## src/rtl/sup_pkg.sv

```systemverilog
package sup_pkg;

    typedef enum logic {
        SUP_HOLD = 1'b0,
        SUP_RUN  = 1'b1
    } sup_state_e;

    typedef enum logic [1:0] {
        WD_SHORT = 2'b00,
        WD_MID   = 2'b01,
        WD_LONG  = 2'b10,
        WD_OFF   = 2'b11
    } wd_sel_e;

    function automatic int unsigned max3(input int unsigned a,
                                         input int unsigned b,
                                         input int unsigned c);
        int unsigned m;
        m = (a > b) ? a : b;
        return (m > c) ? m : c;
    endfunction

    function automatic int unsigned cnt_width(input int unsigned top);
        return (top < 2) ? 1 : $clog2(top + 1);
    endfunction

endpackage

```

## src/rtl/sup_hold_timer.sv

```systemverilog
module sup_hold_timer #(
    parameter int unsigned HOLD_CYCLES = 16,
    localparam int unsigned HW = sup_pkg::cnt_width(HOLD_CYCLES)
) (
    input  logic clk,
    input  logic rst,
    input  logic count_en,
    output logic done
);
    localparam logic [HW-1:0] LAST = HW'(HOLD_CYCLES - 1);

    logic [HW-1:0] cnt;

    assign done = count_en && (cnt == LAST);

    always_ff @(posedge clk) begin
        if (rst || !count_en) begin
            cnt <= '0;
        end else if (done) begin
            cnt <= '0;
        end else begin
            cnt <= cnt + 1'b1;
        end
    end
endmodule

```

## src/rtl/sup_wdog.sv

```systemverilog
module sup_wdog
    import sup_pkg::*;
#(
    parameter int unsigned WD_T0 = 1000,
    parameter int unsigned WD_T1 = 4000,
    parameter int unsigned WD_T2 = 16000,
    localparam int unsigned WD_W = cnt_width(max3(WD_T0, WD_T1, WD_T2))
) (
    input  logic            clk,
    input  logic            rst,
    input  logic            run,
    input  logic            kick,
    input  logic [1:0]      wd_sel,
    output logic            expire,
    output logic [WD_W-1:0] count
);
    localparam logic [WD_W-1:0] LIM0 = WD_W'(WD_T0 - 1);
    localparam logic [WD_W-1:0] LIM1 = WD_W'(WD_T1 - 1);
    localparam logic [WD_W-1:0] LIM2 = WD_W'(WD_T2 - 1);

    wd_sel_e         sel;
    logic            off;
    logic [WD_W-1:0] lim;
    logic [WD_W-1:0] cnt;

    assign sel = wd_sel_e'(wd_sel);

    always_comb begin
        off = 1'b0;
        lim = LIM0;
        case (sel)
            WD_SHORT: lim = LIM0;
            WD_MID:   lim = LIM1;
            WD_LONG:  lim = LIM2;
            default:  off = 1'b1;
        endcase
    end

    assign expire = run && !kick && !off && (cnt >= lim);
    assign count  = cnt;

    always_ff @(posedge clk) begin
        if (rst || !run) begin
            cnt <= '0;
        end else if (kick || off || expire) begin
            cnt <= '0;
        end else begin
            cnt <= cnt + 1'b1;
        end
    end
endmodule

```

## src/rtl/sup_ctrl.sv

```systemverilog
module sup_ctrl
    import sup_pkg::*;
(
    input  logic clk,
    input  logic rst,
    input  logic pwr_good,
    input  logic hold_done,
    input  logic wd_expire,
    output logic holding
);
    sup_state_e state, state_nx;

    always_comb begin
        state_nx = state;
        case (state)
            SUP_HOLD: if (hold_done) state_nx = SUP_RUN;
            SUP_RUN:  if (!pwr_good || wd_expire) state_nx = SUP_HOLD;
            default:  state_nx = SUP_HOLD;
        endcase
    end

    always_ff @(posedge clk) begin
        if (rst) begin
            state <= SUP_HOLD;
        end else begin
            state <= state_nx;
        end
    end

    assign holding = (state == SUP_HOLD);
endmodule

```

## src/rtl/cpu_supervisor.sv

```systemverilog
module cpu_supervisor
    import sup_pkg::*;
#(
    parameter int unsigned HOLD_CYCLES = 16,
    parameter int unsigned WD_T0 = 1000,
    parameter int unsigned WD_T1 = 4000,
    parameter int unsigned WD_T2 = 16000,
    parameter bit          ACTIVE_LOW = 1'b1
) (
    input  logic       clk,
    input  logic       rst,
    input  logic       pwr_good,
    input  logic       kick,
    input  logic [1:0] wd_sel,
    output logic       rst_out
);
    localparam int unsigned WD_W = cnt_width(max3(WD_T0, WD_T1, WD_T2));

    logic            rst_act;
    logic            hold_done;
    logic            wd_expire;
    logic [WD_W-1:0] wd_cnt;

    sup_hold_timer #(.HOLD_CYCLES(HOLD_CYCLES)) u_hold (
        .clk      (clk),
        .rst      (rst),
        .count_en (rst_act && pwr_good),
        .done     (hold_done)
    );

    sup_wdog #(.WD_T0(WD_T0), .WD_T1(WD_T1), .WD_T2(WD_T2)) u_wdog (
        .clk    (clk),
        .rst    (rst),
        .run    (!rst_act),
        .kick   (kick),
        .wd_sel (wd_sel),
        .expire (wd_expire),
        .count  (wd_cnt)
    );

    sup_ctrl u_ctrl (
        .clk       (clk),
        .rst       (rst),
        .pwr_good  (pwr_good),
        .hold_done (hold_done),
        .wd_expire (wd_expire),
        .holding   (rst_act)
    );

    generate
        if (ACTIVE_LOW) begin : g_low
            assign rst_out = ~rst_act;
        end else begin : g_high
            assign rst_out = rst_act;
        end
    endgenerate
endmodule

```

## config.mk

```make
export PLATFORM = sky130hd
export DESIGN_NAME = cpu_supervisor
export DESIGN_NICKNAME = d
export VERILOG_FILES = /design/src/rtl/sup_pkg.sv /design/src/rtl/sup_hold_timer.sv /design/src/rtl/sup_wdog.sv /design/src/rtl/sup_ctrl.sv /design/src/rtl/cpu_supervisor.sv
export SDC_FILE = /design/constraint.sdc
export NUM_CORES = 1
export LEC_CHECK = 0
export ABC_AREA = 0
export BUFFER_PORTS_ARGS = -buffer_cell sky130_fd_sc_hd__buf_2
export CAP_MARGIN = 20
export CORE_ASPECT_RATIO = 0.7
export CORE_MARGIN = 2
export CORE_UTILIZATION = 50
export CTS_CLUSTER_DIAMETER = 40
export CTS_CLUSTER_SIZE = 14
export DETAILED_ROUTE_END_ITERATION = 6
export GPL_TIMING_DRIVEN = 1
export HOLD_SLACK_MARGIN = 0.05
export PLACE_DENSITY_LB_ADDON = 0.3
export SLEW_MARGIN = 20
export SYNTH_ARGS = -nofsm -noshare
export SYNTH_HDL_FRONTEND = slang
export SYNTH_SLANG_ARGS = --single-unit
```

## constraint.sdc

```tcl
create_clock -name clk -period 2.75 [get_ports clk]
set_input_delay 0.6875 -clock clk [delete_from_list [all_inputs] [get_ports clk]]
set_output_delay 0.6875 -clock clk [all_outputs]
set_load 0.005 [all_outputs]
```

# == After elaboration in Yosys (flattened, before gate mapping) ==
# Index checks and enable logic that the tools add are counted.
# totals
memories,0
ram_bits,0
wordCells,33
inputBits,6
regBits,20
latch_bits,0
output_inout_bits,1
romBits,0
# op_classes
add_sub_neg,2
eq_ne,3
n_shift,0
reduce_logical,18
n_bitwise,1
n_div,0
n_mul,0
n_lt_le_gt_ge,1
mux,5
# op_table
operator,n
$pmux 14 s2,1
$add 14x1->14 const B,1
$ge 14x14->1,1
$add 5x1->5 const B,1
$eq 5x4->1 const B,1
$logic_and 1x1->1,5
$logic_or 1x1->1,5
$logic_not 1->1,4
$reduce_or 2->1,2
$mux 1,3
$reduce_or 3->1,1
$eq 2x1->1 const B,1
$eq 2x2->1 const B,1
$logic_not 2->1,1
$pmux 1 s2,1
$not 1->1,1

# == Depth between registers and ports, before layout ==
# Gate-level depths: netlist of the first run.
# depth
ltp_word,7
mapped_depth,10
mapped_depth_nobuf,8

# == Modules after synthesis ==
# A second synthesis of the first run with hierarchy kept.
# unflattened
cells_unflattened,129
hier_area_um2,1253.7
# modules_own_cells
mod,cells_each,seq_area_each_um2,instances,area_per_inst_um2
sup_wdog,101,280.3,1,980.9
sup_hold_timer,21,100.1,1,216.5
sup_ctrl,5,20.0,1,46.3
cpu_supervisor,2,0.0,1,10.0

# == Least setup slack after synthesis of the first run ==
# OpenSTA, ideal clock, no wires.
# synth_path
kind,in2reg
start,input port wd_sel[0]
end,register u_wdog.cnt[10] (netlist: u_wdog.count[10])
setup_time_ps,73
path_slack_ps,401
stages,9
required_ps,2677
arrival_ps,2276
n_path_buf,2
cell_sequence,inv_1 -> ha_1 -> ha_1 -> a21oi_1 -> o21ai_1 -> or3_1 -> buf_2 -> buf_6 -> nor3_2
# synth_via
elab_chain_len,6
elab_cells_between_ends,12
classes_between,order compare: 1; eq/ne: 2; mux: 2; reduce/logical: 7
# synth_lines
element,line,rtl
"start, declared",cpu_supervisor.sv:14,"input logic [1:0] wd_sel,"
"$eq 2x2->1, or another cell as far along",sup_wdog.sv:31,case (sel)
$pmux 14 s2 / $reduce_or 3->1 (equally long branches),-,
"$ge 14x14->1, or another cell as far along",sup_wdog.sv:39,assign expire = run && !kick && !off && (cnt >= lim);
$logic_and 1x1->1 / $logic_or 1x1->1 (equally long branches),"sup_wdog.sv:39, sup_wdog.sv:45",
$logic_or 1x1->1 *,sup_wdog.sv:45,end else if (kick || off || expire) begin
$reduce_or 2->1 (no source line) *,-,
"end signal, assigned",sup_wdog.sv:48,cnt <= cnt + 1'b1;
"end, declared",sup_wdog.sv:24,logic [WD_W-1:0] cnt;
# Mark *: on every way between the ends. The rest lies on a longest branch, timed or not.
# A chain may end at the register's enable or synchronous reset.

# == Final worst setup path of the first run ==
# layout_path
start,input port wd_sel[0]
end,register u_wdog.cnt[1] (netlist: u_wdog.count[1])
# The elaborated chain is that of the path after synthesis.

==> flow_summary.json, run 1 <==
{
  "outcome": "completed",
  "p_per_area_nw_per_um2": 379,
  "met1_length_mm": 1.18,
  "cts_made_buffers": 3,
  "ant_nets": 0,
  "syn-mean-instance-area_um2": 9.53,
  "port_buffers": 6,
  "p_leak_uw": 0.000490,
  "internal_power_uw": 383,
  "ios": 7,
  "gp_congestion": 0.777,
  "hold_class": "reg -> reg",
  "synth_most_common_cell": "dfxtp_1",
  "fin_setup_tns_ns": 0,
  "critical_path_class": "in -> reg",
  "finalCritPeriodShare_pct": 81.2,
  "clock_power_share_pct": 35.2,
  "core-area_um2": 2210,
  "yosys-top-cells-area": "dfxtp_1 34%, ha_1 17%, nor3_2 8.4%",
  "path_cells": "buf_2 -> inv_1 -> ha_1 -> ha_1 -> a21oi_1 -> o21ai_1 -> or3_1 -> buf_4 -> nor3b_1",
  "ir_worst_vdd_v": 0.000281,
  "ctsHoldBuffers": 0,
  "r2r_slack_ns": 1.00,
  "area_delta_synth_final_pct": 8.51,
  "rsz0062_at_grt": "false",
  "relSlewSlack_pct": 77.8,
  "synth.top_cells.by_count": "20 x dfxtp_1, 16 x ha_1, 10 x nor2_1, 10 x nor3_2, 10 x xnor2_1",
  "chipHeight_um": 44.8,
  "die_x_um": 62.3,
  "cp_max_fo": 14,
  "grt_max_degree": 16,
  "min-delay-start": "u_hold.cnt[0]",
  "maxSlewViolCount": 0,
  "die_area_um2": 2790,
  "post-route-worst-setup-slack_ns": 0.516,
  "pwr-share-comb_pct": 5.2,
  "clock_skew_ns": 0.00965,
  "synth.distinct_cells": 30,
  "dpl-instance-area_um2": 1260,
  "hpwlAfterDp_mm": 1.65,
  "critPathSlowestCell": "or3_1",
  "grt_pass1_vias": 850,
  "initial_core_util_pct": 54.0,
  "clock.fmax_mhz": 448,
  "top_layer_used": "met4",
  "syn-instance-count": 125,
  "met3_length_um": 78,
  "ff2ff_path_depth": 6,
  "tritoncts": "yes",
  "synth_ff_type": "dfxtp_1",
  "synthesis.area_um2": 1190,
  "vias_per_cell": 5.29,
  "seq_power_share_pct": 59.6,
  "hold_viol_final": 0,
  "fin_crit_ns": 2.23,
  "startpoint_type": "input pin",
  "vias": 873,
  "drt_pass1_iterations": 4,
  "cap_violations": 0,
  "cp.arrival_ns": 2.47,
  "synth-edff-count": 0,
  "drtIter0Drc": 44,
  "root_buffer": "clkbuf_4",
  "synth_top_area_share_pct": 33.6,
  "switchingPower_uw": 107,
  "path_clk_slew_ns": 0.10,
  "postCtsSetupBuffers": 0,
  "dp_slack_ns": 0.189,
  "worstMarginPinSlew_ns": 0.330,
  "min_path_cells": 1,
  "insertion_delay_ns": 0.31,
  "drt-total-wl_mm": 2.22,
  "rr_endpoint": "u_wdog.count[1]",
  "rows": 14,
  "required_ns": 2.98,
  "r2r-start": "u_wdog.count[11]",
  "routed-wl-met2_um": 923,
  "cts_resized": 0,
  "antenna_found_initial": 0,
  "async_flop_share_pct": 0,
  "critPathCaptureType": "flip-flop",
  "routedWlPerCell_um": 13.4,
  "synthesis.nets": 147,
  "power.share.switching_pct": 21.8,
  "finalNetCount": 156,
  "critPathMaxStageDelay_ns": 0.35,
  "grt_overflow": 0,
  "cts.sinks": 20,
  "num_antenna_cells": 0,
  "hold_end": "u_hold.cnt[0]",
  "cts.path.max_buffers": 2,
  "setup_viol": 0,
  "crit_top_cell": "ha_1",
  "drc_errors": 0,
  "cts_max_level": 1,
  "final_layout_size_suffix_gt1_share_pct": 18.8,
  "grt_pass1_wl_mm": 3.82,
  "ys_seq_elements": 20,
  "synth_top_area_cell": "dfxtp_1",
  "yosysWarnings": 0,
  "final_cell_area_um2": 1290,
  "ys_seq_area_share_pct": 33.6,
  "track_usage_pct": 18.0
}
[critical path: cells and delay by family]
family | cells | cell delay, ns
adders and majority gates | 2 | 0.65
and+or+nand+nor | 2 | 0.53
buffers and inverters | 3 | 0.35
AOI/OAI and AO/OA | 2 | 0.23
[metrics by stage]
stage               utilization [%]  std cells  power, uW  hold WS [ns]
finish                         58.6        165        490         0.451
detailed placement             56.9        161        324         0.439
global placement               56.9        161        322         0.431
floorplan                         -        125        315         0.418
global route                   58.6        165        507         0.496
CTS                            58.6        165        495         0.456
[flip-flops by register name (all words and copies together), names as in the netlist]
| name | cells |
|---|---|
| u_ctrl.state | 1 |
| u_wdog.count | 14 |
| u_hold.cnt | 5 |
[metal layers]
| metal | global-route usage [%] | up-vias |
|---|---|---|
| met5 | 0 | - |
| met4 | 5.33 | 0 |
| met3 | 4.49 | 6 |
| met2 | 30.0 | 14 |
| met1 | 24.0 | 403 |
| li1 | - | 450 |
[worst max path at each step]
stage               startpoint                to  depth (start not counted)
floorplan            wd_sel[0]  u_wdog.count[10]                          9
global placement     wd_sel[0]   u_wdog.count[1]                          9
detailed placement   wd_sel[0]   u_wdog.count[1]                          9
CTS                  wd_sel[0]   u_wdog.count[1]                          9
global route         wd_sel[0]   u_wdog.count[3]                          9
finish               wd_sel[0]   u_wdog.count[1]                          9
[kinds of logic after synthesis]
logic type | count (synthesis) | synth area share (%)
AO/OA/AOI/OAI | 10 | 6.20
flip-flops | 20 | 33.6
buffers and inverters | 12 | 5.25
adder cells (fa/ha/maj) | 16 | 16.8
AND/OR/NAND/NOR | 53 | 27.8
XOR/XNOR | 14 | 10.3
[cell usage in the layout (no fill, tap or decap), types with 2 or more instances in the layout]
cell      instances
nor3_2           10
dfxtp_1          20
a21oi_1           2
nand2_1           5
xnor2_1          10
clkbuf_4          3
nand4_1           3
nor2_1           10
ha_1             16
nor3b_1           2
xor2_1            4
buf_2             6
nand3_1           7
and3_1            2
nor3_1            8
inv_1             8
[area by class of cell]
type,instances,area [um2]
sequential,20,400
tap,32,40.0
multi-input combinational,93,728
timing repair buffer,8,57.6
inverter,8,30.0
clock buffer,4,36.3
fill,207,915
[power by group through the flow]
stage               clock (uW)  sequential [uW]  combinational (uW)
floorplan                    0              298                16.4
global placement             0              298                23.9
detailed placement           0              299                25.3
CTS                        178              292                25.4
global route               184              292                30.6
finish                     173              292                25.4
Power figures use the tool's default switching activity.
==> run 2: changes to the inputs <==
==> constraint.sdc (replaced) <==
create_clock -name clk -period 1.9 [get_ports clk]
set_input_delay 0.475 -clock clk [delete_from_list [all_inputs] [get_ports clk]]
set_output_delay 0.475 -clock clk [all_outputs]
set_load 0.005 [all_outputs]
==> flow_summary.json, run 2 (synthesis gave the netlist of run 1 again) <==
{
  "cp.arrival_ns": 2.08,
  "largest_register_ffs": 14,
  "die_x_um": 62.3,
  "track_usage_pct": 18.4,
  "stdcell_count": 170,
  "tritoncts": "yes",
  "post-route-worst-setup-slack_ns": 0.0671,
  "required_ns": 2.14,
  "outcome": "completed",
  "cts.path.max_buffers": 2,
  "p_leak_uw": 0.000529,
  "cap_violations": 0,
  "crit_top_cell": "ha_1",
  "dp.cells": 166,
  "dp_slack_ns": -0.286,
  "filler_cell_count": 192,
  "drt-total-wl_mm": 2.23,
  "fin_crit_ns": 1.83,
  "final_cell_mix": "20 x dfxtp_1, 13 x ha_1, 11 x nor3_2, 10 x nor2_1, 10 x xnor2_1",
  "layout_commonest_cell": "dfxtp_1",
  "die_area_um2": 2790,
  "rows": 14,
  "gp_congestion": 0.757,
  "grt_overflow": 0,
  "ios": 7,
  "grt_pass1_vias": 809,
  "grt_pass1_wl_mm": 3.77,
  "rsz0062_at_grt": "false",
  "critPathSlowestCell": "ha_1",
  "initial_core_util_pct": 54.0,
  "grt_max_degree": 15,
  "cts_max_level": 1,
  "final_layout_size_suffix_gt1_share_pct": 27.5,
  "antenna_found_initial": 0,
  "p_per_area_nw_per_um2": 584,
  "vias": 872,
  "ant_nets": 0,
  "root_buffer": "clkbuf_4",
  "worstMarginPinSlew_ns": 0.293,
  "path_cells": "buf_2 -> buf_4 -> ha_1 -> ha_1 -> o21a_1 -> o2111ai_1 -> o22ai_2 -> buf_12 -> nor3_2",
  "chipHeight_um": 44.8,
  "ir_worst_vdd_v": 0.000360,
  "finalNetCount": 161,
  "hpwlAfterDp_mm": 1.65,
  "clock_skew_ns": 0.00350,
  "path_clk_slew_ns": 0.11,
  "whs_ns": 0.464,
  "maxSlewViolCount": 0,
  "startpoint_type": "input pin",
  "drc_errors": 0,
  "critical_path_class": "in -> reg",
  "port_buffers": 6,
  "routedWlPerCell_um": 13.1,
  "seqCellArea_um2": 400,
  "vias_per_cell": 5.13,
  "setup_viol": 0,
  "drtIter0Drc": 19,
  "area_delta_synth_final_pct": 19.0,
  "cts_made_buffers": 3,
  "num_antenna_cells": 0,
  "hold_viol_final": 0,
  "multi_input_area_um2": 785,
  "hold_class": "reg -> reg",
  "core-area_um2": 2210,
  "clock.fmax_mhz": 546,
  "critPathMaxStageDelay_ns": 0.28,
  "relSlewSlack_pct": 80.3,
  "drt_pass1_iterations": 4,
  "cts.sinks": 20,
  "critPathCaptureType": "flip-flop",
  "insertion_delay_ns": 0.31,
  "total_power_uw": 829,
  "finalCritPeriodShare_pct": 96.5,
  "cp_max_fo": 14,
  "utilization_pct": 64.2
}
[run 2: worst paths after layout]
kind | end | slack [ns] | start | cells after the start
worst max-delay path | u_wdog.count[12] | 0.07 | wd_sel[0] | 9
worst min register to register | u_hold.cnt[0] | 0.46 | u_hold.cnt[0] | 1
worst min-delay path | u_hold.cnt[0] | 0.46 | u_hold.cnt[0] | 1
worst max register to register | u_wdog.count[2] | 0.23 | u_wdog.count[11] | 6
[run 2: layout make-up]
| cell class | count | area share (%) |
|---|---|---|
| inverter | 8 | 2.65 |
| clock inverter | 1 | 2.12 |
| multi-input combinational | 93 | 55.3 |
| timing repair buffer | 13 | 7.24 |
| clock buffer | 3 | 1.59 |
| tap | 32 | 2.82 |
| sequential | 20 | 28.2 |
[run 2: timing repair]
action,4_1_cts,5_1_grt
endpoints found under the setup margin,0,4
endpoints found under the hold margin,0,0
hold buffers,0,0
setup buffers,0,0
resized for setup,0,5
[run 2: worst max-delay path: cells and delay by family]
kind / cells / cell delay (ns)
compound gates: 3 / 0.45
buf+inv: 3 / 0.45
simple gates: 1 / 0.19
fa+ha+maj: 2 / 0.50
[run 2: power breakdown]
part	internal [uW]	switching [uW]
combinational	26.2	25.8
sequential	421	1.48
clock	213	140
total	661	168
[run 2: through the flow]
| step | TNS, ns | instance area (um2) |
|---|---|---|
| after floorplan | -0.297 | 1250 |
| after global placement | -3.15 | 1340 |
| after detailed placement | -3.55 | 1340 |
| after CTS | 0 | 1400 |
| after global routing | 0 | 1420 |
| final | 0 | 1420 |
[run 2: per-layer routing]
layer,wire length (um),GRT usage [%],share of wire [%],vias to the layer above
li1,-,-,-,462
met1,1250,25.4,56,391
met2,856,27.4,38,14
met3,84,5.24,3.8,5
met4,37,8.00,1.7,0
met5,0,0,0,-
